### config.mk
export PLATFORM = sky130hd
export DESIGN_NAME = stereo_atten
export DESIGN_NICKNAME = d
export VERILOG_FILES = /design/src/rtl/atten_pkg.sv /design/src/rtl/atten_regs.sv /design/src/rtl/atten_gain.sv /design/src/rtl/atten_scale.sv /design/src/rtl/stereo_atten.sv
export SDC_FILE = /design/constraint.sdc
export NUM_CORES = 2
export LEC_CHECK = 0
export ABC_AREA = 1
export BUFFER_PORTS_ARGS = -buffer_cell sky130_fd_sc_hd__buf_2
export CORE_AREA = 3 3 499 303
export CTS_CLUSTER_SIZE = 8
export DETAILED_ROUTE_END_ITERATION = 8
export DIE_AREA = 0 0 502 306
export MAX_ROUTING_LAYER = met4
export SLEW_MARGIN = 10
export SYNTH_ARGS = -nofsm -noshare
export SYNTH_HDL_FRONTEND = slang
export SYNTH_HIERARCHICAL = 1
export SYNTH_SLANG_ARGS = --single-unit
export TNS_END_PERCENT = 30
### constraint.sdc
create_clock -name clk -period 24.5 [get_ports clk]
set_input_delay 4.9 -clock clk [delete_from_list [all_inputs] [get_ports clk]]
set_output_delay 4.9 -clock clk [all_outputs]
set_load 0.02 [all_outputs]
### src/rtl/atten_pkg.sv
package atten_pkg;

    localparam int CODE_W  = 8;
    localparam int MANT_W  = 16;
    localparam int FRAC_W  = 15;
    localparam int SHIFT_W = 5;
    localparam int STEPS_PER_OCTAVE = 12;
    localparam logic [CODE_W-1:0] CODE_UNITY = '1;
    localparam logic [CODE_W-1:0] CODE_MUTE  = '0;

    typedef enum logic {
        ST_IDLE,
        ST_ARMED
    } upd_state_e;

    typedef struct packed {
        logic                mute;
        logic [MANT_W-1:0]   mant;
        logic [SHIFT_W-1:0]  shift;
    } gain_t;

    // 2^(-k/12) in Q1.15, rounded to nearest
    function automatic logic [MANT_W-1:0] semitone_mant(input logic [3:0] k);
        logic [MANT_W-1:0] m;
        unique case (k)
            4'd0:  m = 16'd32768;
            4'd1:  m = 16'd30929;
            4'd2:  m = 16'd29193;
            4'd3:  m = 16'd27554;
            4'd4:  m = 16'd26008;
            4'd5:  m = 16'd24548;
            4'd6:  m = 16'd23170;
            4'd7:  m = 16'd21870;
            4'd8:  m = 16'd20643;
            4'd9:  m = 16'd19484;
            4'd10: m = 16'd18390;
            4'd11: m = 16'd17358;
            default: m = 16'd0;
        endcase
        return m;
    endfunction

endpackage

### src/rtl/atten_regs.sv
module atten_regs
    import atten_pkg::*;
#(
    parameter int ADDR_W = 2,
    parameter int NCH    = 2
) (
    input  logic                          clk,
    input  logic                          rst_n,
    input  logic                          wr_en,
    input  logic [ADDR_W-1:0]             wr_addr,
    input  logic [CODE_W:0]               wr_data,
    input  logic [ADDR_W-1:0]             rd_addr,
    output logic [CODE_W:0]               rd_data,
    input  logic                          in_valid,
    output logic [NCH-1:0][CODE_W-1:0]    eff_code
);

    localparam int UPD_BIT = CODE_W;

    upd_state_e                   state_q, state_d;
    logic [NCH-1:0][CODE_W-1:0]   staged_q;
    logic [NCH-1:0][CODE_W-1:0]   active_q;
    logic [NCH-1:0]               hit;
    logic                         upd_req;
    logic                         apply;

    // address decode: one hit line per channel
    for (genvar c = 0; c < NCH; c++) begin : g_dec
        assign hit[c] = wr_en && (wr_addr == ADDR_W'(c));
    end

    assign upd_req = (|hit) && wr_data[UPD_BIT];

    // sequencer: state register
    always_ff @(posedge clk) begin
        if (!rst_n) state_q <= ST_IDLE;
        else        state_q <= state_d;
    end

    // sequencer: next state and apply output
    always_comb begin
        state_d = state_q;
        apply   = 1'b0;
        unique case (state_q)
            ST_IDLE: begin
                if (upd_req) state_d = ST_ARMED;               // arm
            end
            ST_ARMED: begin
                if (in_valid) begin
                    apply   = 1'b1;                            // apply
                    state_d = upd_req ? ST_ARMED : ST_IDLE;    // rearm / back to idle
                end
            end
            default: state_d = ST_IDLE;
        endcase
    end

    // staging and active registers
    for (genvar c = 0; c < NCH; c++) begin : g_ch
        always_ff @(posedge clk) begin
            if (!rst_n) begin
                staged_q[c] <= CODE_UNITY;
                active_q[c] <= CODE_UNITY;
            end else begin
                if (hit[c])  staged_q[c] <= wr_data[CODE_W-1:0];
                if (apply)   active_q[c] <= staged_q[c];
            end
        end
        assign eff_code[c] = apply ? staged_q[c] : active_q[c];

        // active code only moves on an apply
        p_active_hold_r6: assert property (@(posedge clk) disable iff (!rst_n)
            !(in_valid && state_q == ST_ARMED) |=> $stable(active_q[c]));
        // apply copies the staged value
        p_apply_copy_r7: assert property (@(posedge clk) disable iff (!rst_n)
            (in_valid && state_q == ST_ARMED) |=> active_q[c] == $past(staged_q[c]));
        // a write to this channel lands in its staging register
        p_stage_write_r5: assert property (@(posedge clk) disable iff (!rst_n)
            hit[c] |=> staged_q[c] == $past(wr_data[CODE_W-1:0]));
    end

    // readback: update bit is never stored
    always_comb begin
        rd_data = '0;
        for (int c = 0; c < NCH; c++) begin
            if (rd_addr == ADDR_W'(c)) rd_data = {1'b0, staged_q[c]};
        end
    end

    // an update request always leaves the sequencer armed
    p_arm_r7: assert property (@(posedge clk) disable iff (!rst_n)
        upd_req |=> state_q == ST_ARMED);
    // armed state persists until a sample arrives
    p_wait_r10: assert property (@(posedge clk) disable iff (!rst_n)
        (state_q == ST_ARMED && !in_valid) |=> state_q == ST_ARMED);

endmodule

### src/rtl/atten_gain.sv
module atten_gain
    import atten_pkg::*;
(
    input  logic [CODE_W-1:0] code,
    output gain_t             gain
);

    logic [CODE_W-1:0] depth;
    logic [CODE_W-1:0] octave;
    logic [CODE_W-1:0] step;

    always_comb begin
        depth      = CODE_UNITY - code;
        octave     = depth / CODE_W'(STEPS_PER_OCTAVE);
        step       = depth % CODE_W'(STEPS_PER_OCTAVE);
        gain.mute  = (code == CODE_MUTE);
        gain.mant  = semitone_mant(step[3:0]);
        gain.shift = octave[SHIFT_W-1:0];
    end

endmodule

### src/rtl/atten_scale.sv
module atten_scale
    import atten_pkg::*;
#(
    parameter int DATA_W = 24
) (
    input  logic              clk,
    input  logic              rst_n,
    input  logic              in_valid,
    input  logic [DATA_W-1:0] smp_in,
    input  gain_t             gain,
    output logic              out_valid,
    output logic [DATA_W-1:0] smp_out
);

    localparam int PROD_W = DATA_W + MANT_W + 1;
    localparam int SHT_W  = SHIFT_W + 1;

    logic signed [PROD_W-1:0] prod;
    logic signed [PROD_W:0]   rnd;
    logic signed [PROD_W:0]   sum;
    logic signed [PROD_W:0]   shifted;
    logic [SHT_W-1:0]         sh_total;
    logic [DATA_W-1:0]        scaled;

    always_comb begin
        prod     = $signed(smp_in) * $signed({1'b0, gain.mant});
        sh_total = SHT_W'(FRAC_W) + SHT_W'(gain.shift);
        rnd      = (PROD_W+1)'(1) <<< (sh_total - SHT_W'(1));
        sum      = $signed({prod[PROD_W-1], prod}) + rnd;
        shifted  = sum >>> sh_total;
        scaled   = gain.mute ? '0 : shifted[DATA_W-1:0];
    end

    always_ff @(posedge clk) begin
        if (!rst_n) begin
            out_valid <= 1'b0;
            smp_out   <= '0;
        end else begin
            out_valid <= in_valid;
            if (in_valid) smp_out <= scaled;
        end
    end

    // output strobe trails the input strobe by one cycle
    p_valid_lag_r9: assert property (@(posedge clk) disable iff (!rst_n)
        in_valid |=> out_valid);
    p_valid_quiet_r9: assert property (@(posedge clk) disable iff (!rst_n)
        !in_valid |=> !out_valid);
    p_hold_r9: assert property (@(posedge clk) disable iff (!rst_n)
        !in_valid |=> $stable(smp_out));
    // muted gain gives zero
    p_mute_r2: assert property (@(posedge clk) disable iff (!rst_n)
        (in_valid && gain.mute) |=> smp_out == '0);
    // unity gain passes the sample untouched
    p_unity_r3: assert property (@(posedge clk) disable iff (!rst_n)
        (in_valid && !gain.mute && gain.shift == '0 && gain.mant == MANT_W'(1 << FRAC_W))
        |=> smp_out == $past(smp_in));

endmodule

### src/rtl/stereo_atten.sv
module stereo_atten
    import atten_pkg::*;
#(
    parameter int DATA_W = 24,
    parameter int ADDR_W = 2
) (
    input  logic              clk,
    input  logic              rst_n,
    input  logic              wr_en,
    input  logic [ADDR_W-1:0] wr_addr,
    input  logic [CODE_W:0]   wr_data,
    input  logic [ADDR_W-1:0] rd_addr,
    output logic [CODE_W:0]   rd_data,
    input  logic              in_valid,
    input  logic [DATA_W-1:0] in_left,
    input  logic [DATA_W-1:0] in_right,
    output logic              out_valid,
    output logic [DATA_W-1:0] out_left,
    output logic [DATA_W-1:0] out_right
);

    localparam int NCH = 2;

    logic [NCH-1:0][CODE_W-1:0] eff_code;
    logic [NCH-1:0][DATA_W-1:0] smp_in;
    logic [NCH-1:0][DATA_W-1:0] smp_out;
    logic [NCH-1:0]             ch_valid;
    gain_t                      gain [NCH];

    assign smp_in = {in_right, in_left};

    atten_regs #(.ADDR_W(ADDR_W), .NCH(NCH)) u_regs (
        .clk      (clk),
        .rst_n    (rst_n),
        .wr_en    (wr_en),
        .wr_addr  (wr_addr),
        .wr_data  (wr_data),
        .rd_addr  (rd_addr),
        .rd_data  (rd_data),
        .in_valid (in_valid),
        .eff_code (eff_code)
    );

    for (genvar c = 0; c < NCH; c++) begin : g_path
        atten_gain u_gain (
            .code (eff_code[c]),
            .gain (gain[c])
        );
        atten_scale #(.DATA_W(DATA_W)) u_scale (
            .clk       (clk),
            .rst_n     (rst_n),
            .in_valid  (in_valid),
            .smp_in    (smp_in[c]),
            .gain      (gain[c]),
            .out_valid (ch_valid[c]),
            .smp_out   (smp_out[c])
        );
    end

    assign out_valid = ch_valid[0];
    assign out_left  = smp_out[0];
    assign out_right = smp_out[1];

    // both channel strobes are always aligned
    p_pair_aligned_r1: assert property (@(posedge clk) disable iff (!rst_n)
        ch_valid[0] == ch_valid[1]);

endmodule

==> impl_metrics.toml <==
[worst_hold_path]
hp-class = "reg -> reg"
whs_path_depth = 2

[layout]
syn2layout_area_growth_pct = 6.00
fin_area_mm2 = 0.0466
nNetsFinal = 7414
drive_above_1_share = 0.0580

[critical_path]
worstPathRequired_ns = 24.73
critPathArrivalTime_ns = 17.15
reg2reg_to = "g_path[1].u_scale/smp_out[6]$_SDFFE_PN0P_"
cp.depth = 45
endpoint_kind = "register"
setup.worst_path.start = "in_valid"
cp-start-kind = "input pin"
setup.worst_path.end = "g_path[1].u_scale/smp_out[6]$_SDFFE_PN0P_"
cpMaxStageDelayCell = "nor3_1"
r2r_start = "u_regs/state_q$_SDFF_PN0_"
crit_type = "in -> reg"
critPathMaxFanout = 48
r2r_cells = 44
r2r_slack_ns = 11.99
max_stage_delay_ns = 0.96
critPathBufInv = 8
crit_path_frequent_cell = "nand2_1"
crit_family = "simple AND/OR/NAND/NOR gates"

[synth]
postSynthAreaPerCell_um2 = 6.93
netlist_instances = 6337
netlist_area_mm2 = 0.0439
synth_warnings = 6
synth_nets = 7502

[clocking]
cts_resized = 0
numCtsBuffers = 9
root_buffer = "clkbuf_16"
cts_tree = "yes"
cts_setup_buffers = 0
cts.sinks = 82
cts_max_level = 3
clock_latency_ns = 0.39
postCtsHoldBufs = 0
clk_pin_slew_ns = 0.06
clk_path_buf_depth = 2

[timing]
worst_pin_slew_ns = 1.20
finClkSkew_ns = 0.0123
whs_ns = 0.461
maxSlewViolCount = 0
fmax_mhz = 59.1
relSlewSlack = 0.198
finalSetupTns_ns = 0
setup_viol = 0
fin_crit_sh = 0.690
finalCriticalPeriod_ns = 16.92
fin_ws_ns = 7.58
finalHoldViolCount = 0
rsz0062_at_grt = "no"

[global_route]
grt_pass1_vias = 39559
grt_pass1_wl_um = 243000
grt_usage = 0.209
gr-total-overflow = 0
antenna_found_initial = 7
grt_max_degree = 51

[die]
num_rows = 109
initial_core_util = 0.299
core_mm2 = 0.147
ioPinCount = 123
die_w_um = 502
die_h_um = 306
die_area_mm2 = 0.154

[drt]
wl_per_cell_um = 18.7
drcViolationCount = 0
antenna_left = 0
viasPerCell = 4.86
drt_pass1_iterations = 6
routed_wl_um = 154000
drtIter0Drc = 4465
vias = 39874

[placed_design]
place_congestion = 1.03
portBuffers = 121
dp_slack_ns = 7.88
dp_hpwl_um = 135000
placed_cell_area_mm2 = 0.0462

[run_status]
status = "completed"

[run]
cap_violations = 0
flip-flops by register name (all words and copies together), names as in the netlist:
register and count:
u_regs/state_q 1, g_path.u_scale/smp_out 48, g_path.u_scale/out_valid 1, u_regs/active_q 16, u_regs/staged_q 16
placed cells by master (no fill, tap or decap), types with 3 or more instances in the layout:
cell type,n
ha_1,232
inv_1,1670
inv_2,27
o211ai_2,16
nand3_2,25
nor3_1,20
nor2_2,14
a31oi_1,12
nor4_1,5
nand3b_1,29
o211ai_1,4
clkbuf_16,9
o21bai_1,15
buf_4,45
nand4_1,56
o21a_1,3
xnor2_1,9
nand3_1,674
buf_2,121
o21ai_0,66
or2_2,14
o21ai_1,36
nor2_1,221
o21ai_2,10
fa_1,868
xor2_1,13
nand3_4,4
nand2_2,33
a21oi_1,147
nand2_1,1710
nand2_4,13
dfxtp_1,82
inv_4,4
mux2i_1,3
a21oi_2,6
bufinv_16,3
diode_2,9
worst register-to-register path: cells and delay by family (launching register included):
kind | cells | cell delay [ns]
AOI/OAI and AO/OA | 3 | 0.86
adders and majority gates | 6 | 3.08
buffers and inverters | 7 | 1.14
DFF | 1 | 0.32
and+or+nand+nor | 28 | 6.98
stage by stage:
step | util | cells
after global routing | 0.317 | 8202
after floorplan | - | 6337
after global placement | 0.315 | 8180
after CTS | 0.317 | 8196
final | 0.317 | 8205
after detailed placement | 0.315 | 8180
how the worst min path moves through the flow:
stage | startpoint | to
after floorplan | u_regs/staged_q[10]$_SDFFE_PN1P_ | u_regs/staged_q[10]$_SDFFE_PN1P_
after global placement | u_regs/staged_q[15]$_SDFFE_PN1P_ | u_regs/staged_q[15]$_SDFFE_PN1P_
after detailed placement | u_regs/active_q[0]$_SDFF_PN1_ | u_regs/active_q[0]$_SDFF_PN1_
after CTS | g_path[0].u_scale/smp_out[3]$_SDFFE_PN0P_ | g_path[0].u_scale/smp_out[3]$_SDFFE_PN0P_
after global routing | u_regs/active_q[12]$_SDFF_PN1_ | u_regs/active_q[12]$_SDFF_PN1_
final | u_regs/active_q[12]$_SDFF_PN1_ | u_regs/active_q[12]$_SDFF_PN1_
area by class of cell:
| class | instances | area (um2) |
|---|---|---|
| clock buffers | 9 | 225 |
| clock inverters | 7 | 118 |
| well taps | 1942 | 2430 |
| inverters | 1704 | 6410 |
| flip-flops and latches | 82 | 1640 |
| fillers | 15983 | 100000 |
| multi-input cells | 4286 | 34800 |
| diodes | 9 | 22.5 |
| repair buffers | 166 | 943 |
layer usage:
layer  wire length [um]  global-route usage
met1              81100               0.348
met2              54100               0.250
met3              17300              0.0517
met4               1090              0.0181
met5                  0                   -
Power is left out: the tool's default activity adds up to more than one toggle a clock period on the data nets, which glitch-free logic cannot reach.
